[src/rtl/kwdt_pkg.sv]
// Package: shared encodings of the keyed watchdog.
// Assumes: a single command bit on the write port.
package kwdt_pkg;
    typedef enum logic {
        CMD_STOP  = 1'b0,
        CMD_START = 1'b1
    } kwdt_cmd_e;
endpackage

[src/rtl/kwdt_key_gate.sv]
// Key gate: decides whether a write is accepted. The first write after
// reset arms the gate with any key. After that a write must carry the
// complement of the stored key. Keeps a sticky error flag for rejects.
// Assumes: wr_en is a single-cycle strobe in the clk domain.
module kwdt_key_gate #(
    parameter int KEY_W = 7
) (
    input  logic             clk,
    input  logic             rst_n,
    input  logic             wr_en,
    input  logic [KEY_W-1:0] wr_key,
    output logic             accept,
    output logic             key_err
);
    logic [KEY_W-1:0] key_q;
    logic             armed_q;
    logic             err_q;

    // Accept when unarmed, or when the key is the complement of the stored one
    always_comb begin
        accept = wr_en && (!armed_q || (wr_key == ~key_q));
    end

    // Store the accepted key; flag any rejected write
    always_ff @(posedge clk) begin
        if (!rst_n) begin
            key_q   <= '0;
            armed_q <= 1'b0;
            err_q   <= 1'b0;
        end else if (wr_en) begin
            if (accept) begin
                key_q   <= wr_key;
                armed_q <= 1'b1;
            end else begin
                err_q   <= 1'b1;
            end
        end
    end

    assign key_err = err_q;


    key_store_chk: assert property (@(posedge clk) disable iff (!rst_n)
        accept |=> (key_q == $past(wr_key)));

    key_hold_chk: assert property (@(posedge clk) disable iff (!rst_n)
        (wr_en && !accept) |=> $stable(key_q));

    err_sticky_chk: assert property (@(posedge clk) disable iff (!rst_n)
        err_q |=> err_q);
endmodule

[src/rtl/kwdt_prescaler.sv]
// Prescaler: divides the clock by 2**PRESC_W to make the countdown tick.
// Restarts from zero on demand and stays at zero while disabled.
// Assumes: restart has priority over counting.
module kwdt_prescaler #(
    parameter int PRESC_W = 17
) (
    input  logic clk,
    input  logic rst_n,
    input  logic enable,
    input  logic restart,
    output logic tick
);
    logic [PRESC_W-1:0] cnt_q;

    // Tick on the last count of each period while enabled
    always_comb begin
        tick = enable && (cnt_q == {PRESC_W{1'b1}});
    end

    // Free-running divider with synchronous restart
    always_ff @(posedge clk) begin
        if (!rst_n || restart || !enable) begin
            cnt_q <= '0;
        end else begin
            cnt_q <= cnt_q + 1'b1;
        end
    end


    tick_wrap_chk: assert property (@(posedge clk) disable iff (!rst_n)
        (tick && !restart) |=> (cnt_q == '0));
endmodule

[src/rtl/kwdt_counter.sv]
// Countdown core: loads the start value, decrements on each tick,
// raises a one-cycle warning on the step to 1, and latches the reset
// request at expiry.
// Assumes: load and halt come only from accepted writes; load has priority.
module kwdt_counter #(
    parameter int CNT_W = 8
) (
    input  logic             clk,
    input  logic             rst_n,
    input  logic             load,
    input  logic             halt,
    input  logic             tick,
    input  logic [CNT_W-1:0] load_val,
    output logic [CNT_W-1:0] count,
    output logic             running,
    output logic             nmi_req,
    output logic             rst_req
);
    localparam logic [CNT_W-1:0] ONE = CNT_W'(1);
    localparam logic [CNT_W-1:0] TWO = CNT_W'(2);

    logic [CNT_W-1:0] count_q;
    logic             running_q;
    logic             nmi_q;
    logic             rst_q;

    // Countdown state, warning pulse and sticky reset request
    always_ff @(posedge clk) begin
        if (!rst_n) begin
            count_q   <= '0;
            running_q <= 1'b0;
            nmi_q     <= 1'b0;
            rst_q     <= 1'b0;
        end else begin
            nmi_q <= 1'b0;
            if (rst_q) begin
                count_q   <= '0;
                running_q <= 1'b0;
            end else if (load) begin
                count_q   <= load_val;
                running_q <= 1'b1;
            end else if (halt) begin
                running_q <= 1'b0;
            end else if (running_q && tick) begin
                if (count_q <= ONE) begin
                    count_q   <= '0;
                    running_q <= 1'b0;
                    rst_q     <= 1'b1;
                end else begin
                    count_q <= count_q - ONE;
                    nmi_q   <= (count_q == TWO);
                end
            end
        end
    end

    assign count   = count_q;
    assign running = running_q;
    assign nmi_req = nmi_q;
    assign rst_req = rst_q;


    dec_step_chk: assert property (@(posedge clk) disable iff (!rst_n)
        (running_q && tick && !load && !halt && !rst_q && count_q > ONE)
        |=> (count_q == $past(count_q) - ONE));

    stop_freeze_chk: assert property (@(posedge clk) disable iff (!rst_n)
        (!running_q && !load && !rst_q) |=> $stable(count_q));

    nmi_pulse_chk: assert property (@(posedge clk) disable iff (!rst_n)
        nmi_q |=> !nmi_q);

    nmi_at_one_chk: assert property (@(posedge clk) disable iff (!rst_n)
        nmi_q |-> (count_q == ONE));

    rst_hold_chk: assert property (@(posedge clk) disable iff (!rst_n)
        rst_q |=> rst_q);

    rst_dead_chk: assert property (@(posedge clk) disable iff (!rst_n)
        rst_q |-> (!running_q && count_q == '0));
endmodule

[src/rtl/keyed_watchdog.sv]
// Keyed watchdog top: joins the key gate, prescaler and countdown core.
// Only accepted writes reach the counter. A start restarts the prescaler.
// Assumes: one write per cycle at most; rst_n is synchronous to clk.
module keyed_watchdog
    import kwdt_pkg::*;
#(
    parameter int CNT_W   = 8,
    parameter int KEY_W   = 7,
    parameter int PRESC_W = 17
) (
    input  logic             clk,
    input  logic             rst_n,
    input  logic             wr_en,
    input  logic             wr_cmd,
    input  logic [CNT_W-1:0] wr_count,
    input  logic [KEY_W-1:0] wr_key,
    output logic [CNT_W-1:0] count,
    output logic             running,
    output logic             nmi_req,
    output logic             rst_req,
    output logic             key_err
);
    logic accept;
    logic tick;
    logic do_load;
    logic do_halt;

    // Split an accepted write into load or halt; nothing restarts after expiry
    always_comb begin
        do_load = accept && (wr_cmd == CMD_START) && !rst_req;
        do_halt = accept && (wr_cmd == CMD_STOP);
    end

    kwdt_key_gate #(.KEY_W(KEY_W)) gate_i (
        .clk     (clk),
        .rst_n   (rst_n),
        .wr_en   (wr_en),
        .wr_key  (wr_key),
        .accept  (accept),
        .key_err (key_err)
    );

    kwdt_prescaler #(.PRESC_W(PRESC_W)) presc_i (
        .clk     (clk),
        .rst_n   (rst_n),
        .enable  (running),
        .restart (do_load),
        .tick    (tick)
    );

    kwdt_counter #(.CNT_W(CNT_W)) core_i (
        .clk      (clk),
        .rst_n    (rst_n),
        .load     (do_load),
        .halt     (do_halt),
        .tick     (tick),
        .load_val (wr_count),
        .count    (count),
        .running  (running),
        .nmi_req  (nmi_req),
        .rst_req  (rst_req)
    );
endmodule

[config.mk]
export PLATFORM = sky130hd
export DESIGN_NAME = keyed_watchdog
export DESIGN_NICKNAME = d
export VERILOG_FILES = /design/src/rtl/kwdt_pkg.sv /design/src/rtl/kwdt_key_gate.sv /design/src/rtl/kwdt_prescaler.sv /design/src/rtl/kwdt_counter.sv /design/src/rtl/keyed_watchdog.sv
export SDC_FILE = /design/constraint.sdc
export NUM_CORES = 1
export LEC_CHECK = 0
export CAP_MARGIN = 5
export CELL_PAD_IN_SITES_DETAIL_PLACEMENT = 0
export CELL_PAD_IN_SITES_GLOBAL_PLACEMENT = 2
export CORE_AREA = 2 2 84 86
export CTS_CLUSTER_DIAMETER = 200
export DETAILED_ROUTE_END_ITERATION = 16
export DIE_AREA = 0 0 86 88
export PLACE_DENSITY_LB_ADDON = 0.1
export SYNTH_ARGS = -nofsm -noshare
export SYNTH_HDL_FRONTEND = slang
export SYNTH_HIERARCHICAL = 1
export SYNTH_SLANG_ARGS = --single-unit
[constraint.sdc]
create_clock -name clk -period 2.35 [get_ports clk]
set_clock_uncertainty 0.1 [all_clocks]
set_input_delay 0.3525 -clock clk [delete_from_list [all_inputs] [get_ports clk]]
set_output_delay 0.3525 -clock clk [all_outputs]
set_load 0.05 [all_outputs]
After elaboration in Yosys (flattened, before gate mapping):

Index checks and enable logic that the tools add are counted.

* $add $sub $neg: 2
* magnitude comparators: 1
* eq/ne operators: 4
* mux-type cells: 13
* bitwise gates (word level): 5
* reduce and logical (&&, ||, !) cells: 22

Operators with widths (count)
* $mux 8: 4
* $add 17x1->17 const B: 1
* $eq 17x17->1 const B: 1
* $mux 1: 9
* $eq 8x2->1 const B: 1
* $le 8x1->1 const B: 1
* $reduce_and 2->1: 4
* $sub 8x1->8 const B: 1
* $eq 7x7->1: 1
* $not 7->7: 1
* $logic_and 1x1->1: 6
* $reduce_bool 3->1: 2
* $reduce_or 6->1: 1
* $logic_not 1->1: 4
* $not 1->1: 4
* $logic_or 1x1->1: 3
* $ne 2x1->1 const B: 1
* $reduce_bool 2->1: 1
* $reduce_or 2->1: 1

* bits in registers: 37
* input bits: 19
* logic and storage cells: 55

Depth between registers and ports, before layout:

Gate-level depths: netlist of the first run.

* depth after elaboration: 8
* depth in mapped cells: 11
* mapped depth without buffers: 10

Cells and area by module:

The synthesis of the first run kept the hierarchy.

By module, submodules not included
* kwdt_prescaler: times used 1, cells an instance 84, area each 784.5 um2
* kwdt_counter: times used 1, cells an instance 78, area each 648.1 um2
* kwdt_key_gate: times used 1, cells an instance 49, area each 444.2 um2
* keyed_watchdog: times used 1, cells an instance 2, area each 18.8 um2

Worst setup path after synthesis of the first run:

OpenSTA, ideal clock, no wires.

* kind: register to register
* start: register presc_i.cnt_q[0]
* end: register core_i.count_q[7] (netlist: core_i/count[7])
* setup time: 74 ps
* arrival time: 2387 ps
* setup slack: -211 ps
* stages on the path, launching flop included: 12
* path buffers: 1
* period minus slack after synthesis: 2561 ps
* cell sequence: dfxtp_1 > ha_1 > nand4_2 > nor3_2 > and3_1 > ha_1 > and2_1 > and3b_1 > buf_2 > nand3_2 > or4_1 > a31oi_1

* longest elaborated chain between the ends: 5

RTL lines
* from (decl): line kwdt_prescaler.sv:13 `logic [PRESC_W-1:0] cnt_q;`
* from (signal assigned): line kwdt_prescaler.sv:25 `cnt_q <= cnt_q + 1'b1;`
* $eq 17x17->1: line kwdt_prescaler.sv:17 `tick = enable && (cnt_q == {PRESC_W{1'b1}});`
* $logic_and 1x1->1: line kwdt_prescaler.sv:17
* named net tick: line keyed_watchdog.sv:24 `logic tick;`
* $logic_and 1x1->1: line kwdt_counter.sv:44 `end else if (running_q && tick) begin`
* $reduce_bool 2->1 (no source line)
* $reduce_and 2->1 (no source line)
* to (signal assigned): line kwdt_counter.sv:40 `count_q <= load_val;`
* to (signal assigned): line kwdt_counter.sv:50 `count_q <= count_q - ONE;`
* to (decl): line kwdt_counter.sv:22 `logic [CNT_W-1:0] count_q;`

The timed path passes the listed nets, and every way through them passes these cells.
A chain may end at the register's enable or synchronous reset.

Final worst setup path of the first run:

Same ends and word-level chain as after synthesis.

==> results of run 1 <==
## routing by layer
| metal | part of all wire [%] | routed length (um) | vias to the layer above | GRT usage (%) |
|---|---|---|---|---|
| met5 | 0 | 0 | - | 0 |
| met3 | 5.1 | 229 | 5 | 4.24 |
| met4 | 1.5 | 65 | 0 | 4.76 |
| li1 | - | - | 897 | - |
| met2 | 42 | 1890 | 31 | 19.2 |
| met1 | 51 | 2260 | 753 | 16.5 |
## worst min-delay path, cell delays in order (launching register included)
cell      delay (ns)
dfxtp_1         0.31
inv_1           0.04
a21boi_0        0.06
## state kept, by name, indices dropped and copies added, names as in the netlist
name	count
presc_i/cnt_q	17
core_i/count	8
gate_i/key_q	7
core_i/nmi_req	1
core_i/rst_req	1
core_i/running	1
gate_i/armed_q	1
gate_i/key_err	1
## worst max-delay path by stage
stage,startpoint,to,slack (ns)
global placement,wr_key[3],core_i/count[7],-0.21
detailed placement,wr_key[3],core_i/count[7],-0.28
CTS,wr_key[5],core_i/count[2],0.02
floorplan,presc_i/cnt_q[1],core_i/count[7],-0.03
global route,presc_i/cnt_q[0],core_i/count[1],-0.14
finish,presc_i/cnt_q[0],core_i/count[7],0.02
## through the flow
stage / hold slack [ns] / util [%] / setup TNS, ns / area, um2 / std cells
3_3_place_gp: 0.349 / 38.8 / -2.28 / 2580 / 353
2_1_floorplan: 0.332 / - / -0.0812 / 1940 / 213
6_report: 0.358 / 41.5 / 0 / 2760 / 367
3_5_place_dp: 0.353 / 38.8 / -3.45 / 2580 / 353
4_1_cts: 0.366 / 40.6 / 0 / 2700 / 364
5_1_grt: 0.391 / 41.5 / -0.625 / 2760 / 367
## area by class of cell
type	instances	share of cell area (%)
flip-flops and latches	37	27.0
inverters	7	0.953
multi-input cells	162	42.5
well taps	80	3.63
clock buffers	5	2.50
clock inverters	3	0.817
repair buffers	73	22.6
## Yosys cell counts (all sizes together) (2+ instances only)
cell	n
nor3	4
or3	3
or4	3
nor4	4
inv	7
nand4	3
and2	3
and3	3
nor2	19
xnor2	6
a21oi	9
mux2i	7
nand2	30
o31ai	3
xor2	12
and3b	3
ha	5
o211ai	3
a31oi	4
dfxtp	37
nor2b	2
o21ai	9
nand3	11
buf	3
clkbuf	4
nand3b	2
a31o	3
## timing repair
action | in CTS | in global routing
endpoints found under the setup margin | 6 | 8
buffers inserted | 3 | 3
hold buffers | 0 | 0
gates resized for setup | 1 | 9
pin swaps | 1 | 11
## where the power goes
part	internal, mW	switching (mW)	total [mW]
Combinational	0.117	0.137	0.254
Sequential	0.648	0.0227	0.671
Clock	0.208	0.261	0.469
## cells by family (layout without fill, tap and decap cells)
group / Yosys count / count (layout) / share of synthesized area [%]
adders and majority gates: 5 / 5 / 3.30
muxes: 7 / 7 / 3.70
AOI/OAI and AO/OA: 39 / 39 / 13.7
xor gates and xnor gates: 18 / 18 / 8.32
DFF: 37 / 37 / 39.1
and+or+nand+nor: 93 / 93 / 28.6
buffers and inverters: 14 / 88 / 3.30
==> summary.txt, run 1 <==
STA
  – Final setup vio count: 0
  – RSZ-0062 raised after global routing: yes
  – Final Worst Setup Slack: 0.0209 ns
  – Final period demand of the worst path: 2.33 ns
  – Final Hold Viols: 0
  – Final Max Slew Viols: 0
  – Max Clk Rate: 429 MHz
  – Crit share post-route: 99.1%
  – Slew @ Worst Pin: 0.509 ns
  – Rel. slew slack: 65.9%

Global route
  – Maximum number of pins on one net before global-route repair: 17
  – Antenna violations before repair: 0
  – Vias in the first global route: 1652
  – First-pass GRT wire length: 7.54 mm
  – GR Overflow Total: 0
  – Total track usage: 12.6%

Yosys
  – Post-synthesis sequential area ratio: 39.1%
  – Post-synth top area cell: dfxtp_1
  – Synth area leaders: dfxtp_1 (39%), nand2_1 (5.9%), xor2_1 (5.5%)
  – Post-synth top area share: 39.1%
  – #FFs+latches synth: 37
  – Unique cell type count in the Yosys netlist: 48
  – Cell Area, Synth: 1900 um2
  – Syn_area_per_cell: 8.90 um2
  – Mapped Nets: 237
  – Yosys warns: 6
  – Mapped Cells: 213
  – Synth Flop Type: dfxtp_1
  – Asr flop ratio synth: 0%
  – Number of synthesized flops with an enable pin: 0

Power and ir drop
  – Cell Pwr Density: 506 nW/um2
  – Tot Pwr: 1.39 mW
  – Lkg Pwr: 1.08 nW
  – Worst vdd ir: 0.233 mV

Critical path
  – R2R cell count: 10
  – R2r endpoint: core_i/count[7]
  – CP Cell Sequence: ha_4 -> nand4_4 -> nor3_4 -> and3_4 -> ha_4 -> and2_4 -> and3b_2 -> nand3_4 -> or4_1 -> a31oi_1
  – Endpoint class of the critical path: flop
  – Critical Path AT: 2.46 ns
  – Max stage delay on crit path: 0.41 ns
  – CP max stage cell: or4_1
  – CP Class: reg2reg
  – Cell count along the critical path: 10
  – Critical Path Fanout Max: 4
  – Worst path bufs/invs: 0
  – Critical path startpoint category: flop
  – R2R Setup Slk: 0.02 ns
  – WP data required: 2.48 ns
  – Start of the worst register-to-register path: presc_i/cnt_q[0]
  – Critical Path Most Common Cell: ha_4
  – Top delay family on crit path: simple AND/OR/NAND/NOR gates

Clocking
  – Clock sinks: 37
  – Worst skew pair latency: 0.30 ns
  – CTS max path bufs: 2
  – CTS buffer count: 5
  – Clock-pin slew on the worst setup and hold paths: 0.09 ns
  – H-tree depth: 2
  – Root Driver: clkbuf_8
  – TritonCTS clock tree: done

Placed design
  – HPWL Detailed: 3.35 mm
  – Pre-CTS setup slack: -0.277 ns
  – GPL Wtd Cong: 0.739
  – Port Buffers: 30

Cells and area
  – Most common cell after layout, fill and taps aside: buf_4
  – Share of cells above drive strength 1: 26.5%
  – FF+latch area: 743 um2
  – Final net count: 310
  – Commonest cells after routing, fill and taps aside: buf_4 (43), dfxtp_1 (35), nand2_1 (30), clkdlybuf4s50_1 (30), nor2_1 (19)
  – P&R area growth vs syn: 45.4%
  – Multi-input logic area: 1170 um2
  – Filler cells: 687
  – Ant. Diodes: 0

Die
  – Core area: 6640 um2
  – Initial Utilization: 28.5%
  – Num rows: 30
  – Die W: 86 um
  – Die area: 7570 um2
  – Die H: 88 um
  – Io pins: 31

Drt
  – First-pass DRT Iterations: 4
  – ANT nets after route: 0
  – Routed length per instance: 12.1 um
  – Vias post-DR: 1686
  – WL final: 4.45 mm
  – Drt drc: 0
  – DR iter-0 viols: 38
  – Vias per inst: 4.59

Hold path
  – Hold EP: gate_i/key_err
  – Worst Hold Class: reg2reg
  – Hold Crit Depth: 2
  – HP Start: gate_i/key_err

Run status
  – Outcome: finished, final reports clean

Run
  – MaxCap Viol Count: 0
(Power assumes the default switching activity.)
==> run 2, diff against run 1 <==
clock period = 2.1 ns   (was 2.35 ns; I/O delays follow)
==> run 2 against run 1 <==
  * The run now ends with setup timing left
  * Clock-buffer cell count unchanged
  * Sequential power increased by 12%
  * Cell count grew 1.9%
  * Sequential share of layout area fell by 1.7 points
  * Combinational power increased by 18%
  * Critical endpoint is now core_i/count[1]
==> summary.txt, run 2 (same netlist as run 1, synthesis figures left out) <==
Run status
  – Outcome: finished, violations left (was finished, final reports clean)
  – Failing checks: setup timing

Power and ir drop
  – Net switching power: 0.464 mW (was 0.421 mW)
  – Worst vdd ir: 0.231 mV (was 0.233 mV)
  – Internal Power: 1.33 mW (was 0.974 mW)
  – Switching Fraction: 25.8% (was 30.2%)
  – Clk pwr share: 41.6% (was 33.6%)
  – Cell Pwr Density: 611 nW/um2 (was 506 nW/um2)
  – Flop pwr share: 41.7% (was 48.1%)
  – Combinational share of power: 16.7% (was 18.2%)
  – Lkg Pwr: 1.24 nW (was 1.08 nW)

STA
  – Final setup vio count: 9 (was 0)
  – Max Clk Rate: 432 MHz (was 429 MHz)
  – Final Hold Viols: 0 (unchanged)
  – Rel. slew slack: 66.2% (was 65.9%)
  – RSZ-0062 raised after global routing: yes (unchanged)
  – Hold WS: 0.222 ns (was 0.358 ns)
  – Final Max Slew Viols: 0 (unchanged)
  – Setup TNS: -1.27 ns (was 0 ns)
  – Slew @ Worst Pin: 0.506 ns (was 0.509 ns)
  – Crit share post-route: 110% (was 99.1%)
  – Final Worst Setup Slack: -0.214 ns (was 0.0209 ns)
  – Final period demand of the worst path: 2.31 ns (was 2.33 ns)

Cells and area
  – Final net count: 317 (was 310)
  – Ant. Diodes: 0 (unchanged)
  – Multi-input logic area: 1230 um2 (was 1170 um2)
  – FF+latch area: 744 um2 (was 743 um2)
  – Max FFs per register: 17 (unchanged)
  – Design Area, Final: 2940 um2 (was 2760 um2)
  – Filler cells: 674 (was 687)
  – Reg with most FFs: presc_i/cnt_q (unchanged)
  – P&R area growth vs syn: 55.2% (was 45.4%)
  – Share of cells above drive strength 1: 32.0% (was 26.5%)
  – Commonest cells after routing, fill and taps aside: buf_4 (47), dfxtp_1 (34), nand2_1 (30) (was buf_4 (43), dfxtp_1 (35), nand2_1 (30), clkdlybuf4s50_1 (30), nor2_1 (19))
  – Most common cell after layout, fill and taps aside: buf_4 (unchanged)

Critical path
  – Critical Path AT: 2.44 ns (was 2.46 ns)
  – Start of the worst register-to-register path: presc_i/cnt_q[0] (unchanged)
  – CP Class: reg2reg (unchanged)
  – WP data required: 2.22 ns (was 2.48 ns)
  – R2r endpoint: core_i/count[1] (was core_i/count[7])
  – R2R cell count: 10 (unchanged)
  – Endpoint class of the critical path: flop (unchanged)
  – R2R Setup Slk: -0.21 ns (was 0.02 ns)
  – Critical Path Fanout Max: 2 (was 4)
  – Critical path startpoint category: flop (unchanged)

Die
  – Die H: 88 um (unchanged)
  – Initial Utilization: 28.5% (unchanged)
  – Core area: 6640 um2 (unchanged)
  – Io pins: 31 (unchanged)
  – Die area: 7570 um2 (unchanged)
  – Num rows: 30 (unchanged)
  – Die W: 86 um (unchanged)

Clocking
  – Worst skew pair latency: 0.29 ns (was 0.30 ns)
  – CTS max path bufs: 2 (unchanged)
  – Clock-pin slew on the worst setup and hold paths: 0.08 ns (was 0.09 ns)
  – Hold buffer count at cts: 0 (unchanged)
  – TritonCTS clock tree: done (unchanged)
  – CTS buffer count: 5 (unchanged)
  – Clock sinks: 37 (unchanged)
  – H-tree depth: 2 (unchanged)
  – Root Driver: clkbuf_8 (unchanged)

Drt
  – First-pass DRT Iterations: 4 (unchanged)
  – ANT nets after route: 0 (unchanged)
  – DR iter-0 viols: 51 (was 38)
  – Routed length per instance: 12.4 um (was 12.1 um)
  – WL final: 4.64 mm (was 4.45 mm)
  – Vias post-DR: 1731 (was 1686)
  – Vias per inst: 4.63 (was 4.59)
  – Drt drc: 0 (unchanged)

Hold path
  – Hold Crit Depth: 3 (was 2)
  – HP Start: wr_key[5] (was gate_i/key_err)
  – Hold EP: gate_i/key_q[5] (was gate_i/key_err)
  – Worst Hold Class: in2reg (was reg2reg)

Global route
  – First-pass GRT wire length: 7.82 mm (was 7.54 mm)
  – Total track usage: 13.1% (was 12.6%)
  – Vias in the first global route: 1685 (was 1652)
  – Maximum number of pins on one net before global-route repair: 17 (unchanged)
  – Antenna violations before repair: 0 (unchanged)
  – GR Overflow Total: 0 (unchanged)

Placed design
  – GPL Wtd Cong: 0.778 (was 0.739)
  – Dpl cell area: 2630 um2 (was 2580 um2)
  – Pre-CTS setup slack: -0.463 ns (was -0.277 ns)
  – HPWL Detailed: 3.39 mm (was 3.35 mm)
  – Port Buffers: 30 (unchanged)

Run
  – MaxCap Viol Count: 0 (unchanged)
## run 2: cell count changes in the layout (fill, tap and decap cells not counted), sizes merged
cell / previous run / this run
bufinv: 0 / 2
clkdlybuf4s50: 30 / 21
buf: 43 / 51
clkinvlp: 3 / 0
clkinv: 0 / 1
dlymetal6s2s: 0 / 8
## run 2: timing repair
| action | 4_1_cts | 5_1_grt |
|---|---|---|
| hold endpoints to repair | 0 | 0 |
| resized for setup | 15 | 21 |
| buffers inserted | 3 | 4 |
| pin swaps | 10 | 8 |
| cloned | 0 | 0 |
| setup endpoints to repair | 10 | 27 |
## run 2: worst max-delay path, stage by stage, from the launching register on
cell,delay [ns]
dfxtp_2,0.36
ha_4,0.15
nand4_4,0.12
nor3_4,0.15
and3_4,0.22
ha_4,0.11
and2_4,0.13
buf_4,0.10
nand3b_1,0.11
or4_4,0.57
a31oi_4,0.14
## run 2: worst max path at each step
stage / to / slack (ns) / depth (start not counted) / start
2_1_floorplan: core_i/count[7] / -0.28 / 11 / presc_i/cnt_q[1]
3_3_place_gp: core_i/count[7] / -0.42 / 9 / wr_key[3]
3_5_place_dp: core_i/count[7] / -0.46 / 9 / wr_key[1]
4_1_cts: core_i/count[7] / -0.21 / 10 / presc_i/cnt_q[0]
5_1_grt: core_i/count[1] / -0.32 / 10 / presc_i/cnt_q[0]
6_report: core_i/count[1] / -0.21 / 10 / presc_i/cnt_q[0]
## run 2: routing by layer
metal | share of wire (%) | vias to the layer above | global-route usage (%)
li1 | - | 909 | -
met1 | 50 | 785 | 17.0
met2 | 43 | 35 | 20.4
met3 | 5.9 | 2 | 4.34
met4 | 0.62 | 0 | 4.33
met5 | 0 | - | 0
## run 2: power by group through the flow
| stage | Clock [mW] | Sequential [mW] | Combinational [mW] |
|---|---|---|---|
| floorplan | 0 | 0.811 | 0.122 |
| global placement | 0 | 0.766 | 0.291 |
| detailed placement | 0 | 0.766 | 0.290 |
| CTS | 0.780 | 0.750 | 0.298 |
| global route | 0.811 | 0.755 | 0.325 |
| finish | 0.748 | 0.750 | 0.300 |
## run 2: through the flow
stage | power (mW) | utilization, % | cells
2_1_floorplan | 0.933 | - | 213
3_3_place_gp | 1.06 | 39.5 | 359
3_5_place_dp | 1.06 | 39.5 | 359
4_1_cts | 1.83 | 42.7 | 370
5_1_grt | 1.89 | 44.3 | 374
6_report | 1.80 | 44.3 | 374
## run 2: layout make-up
cell class                 count  share of cell area (%)
inverter                       7                   0.893
clock buffer                   5                    2.34
clock inverter                 3                    2.21
tap                           80                    3.40
timing repair buffer          80                    24.1
multi-input combinational    162                    41.8
sequential                    37                    25.3
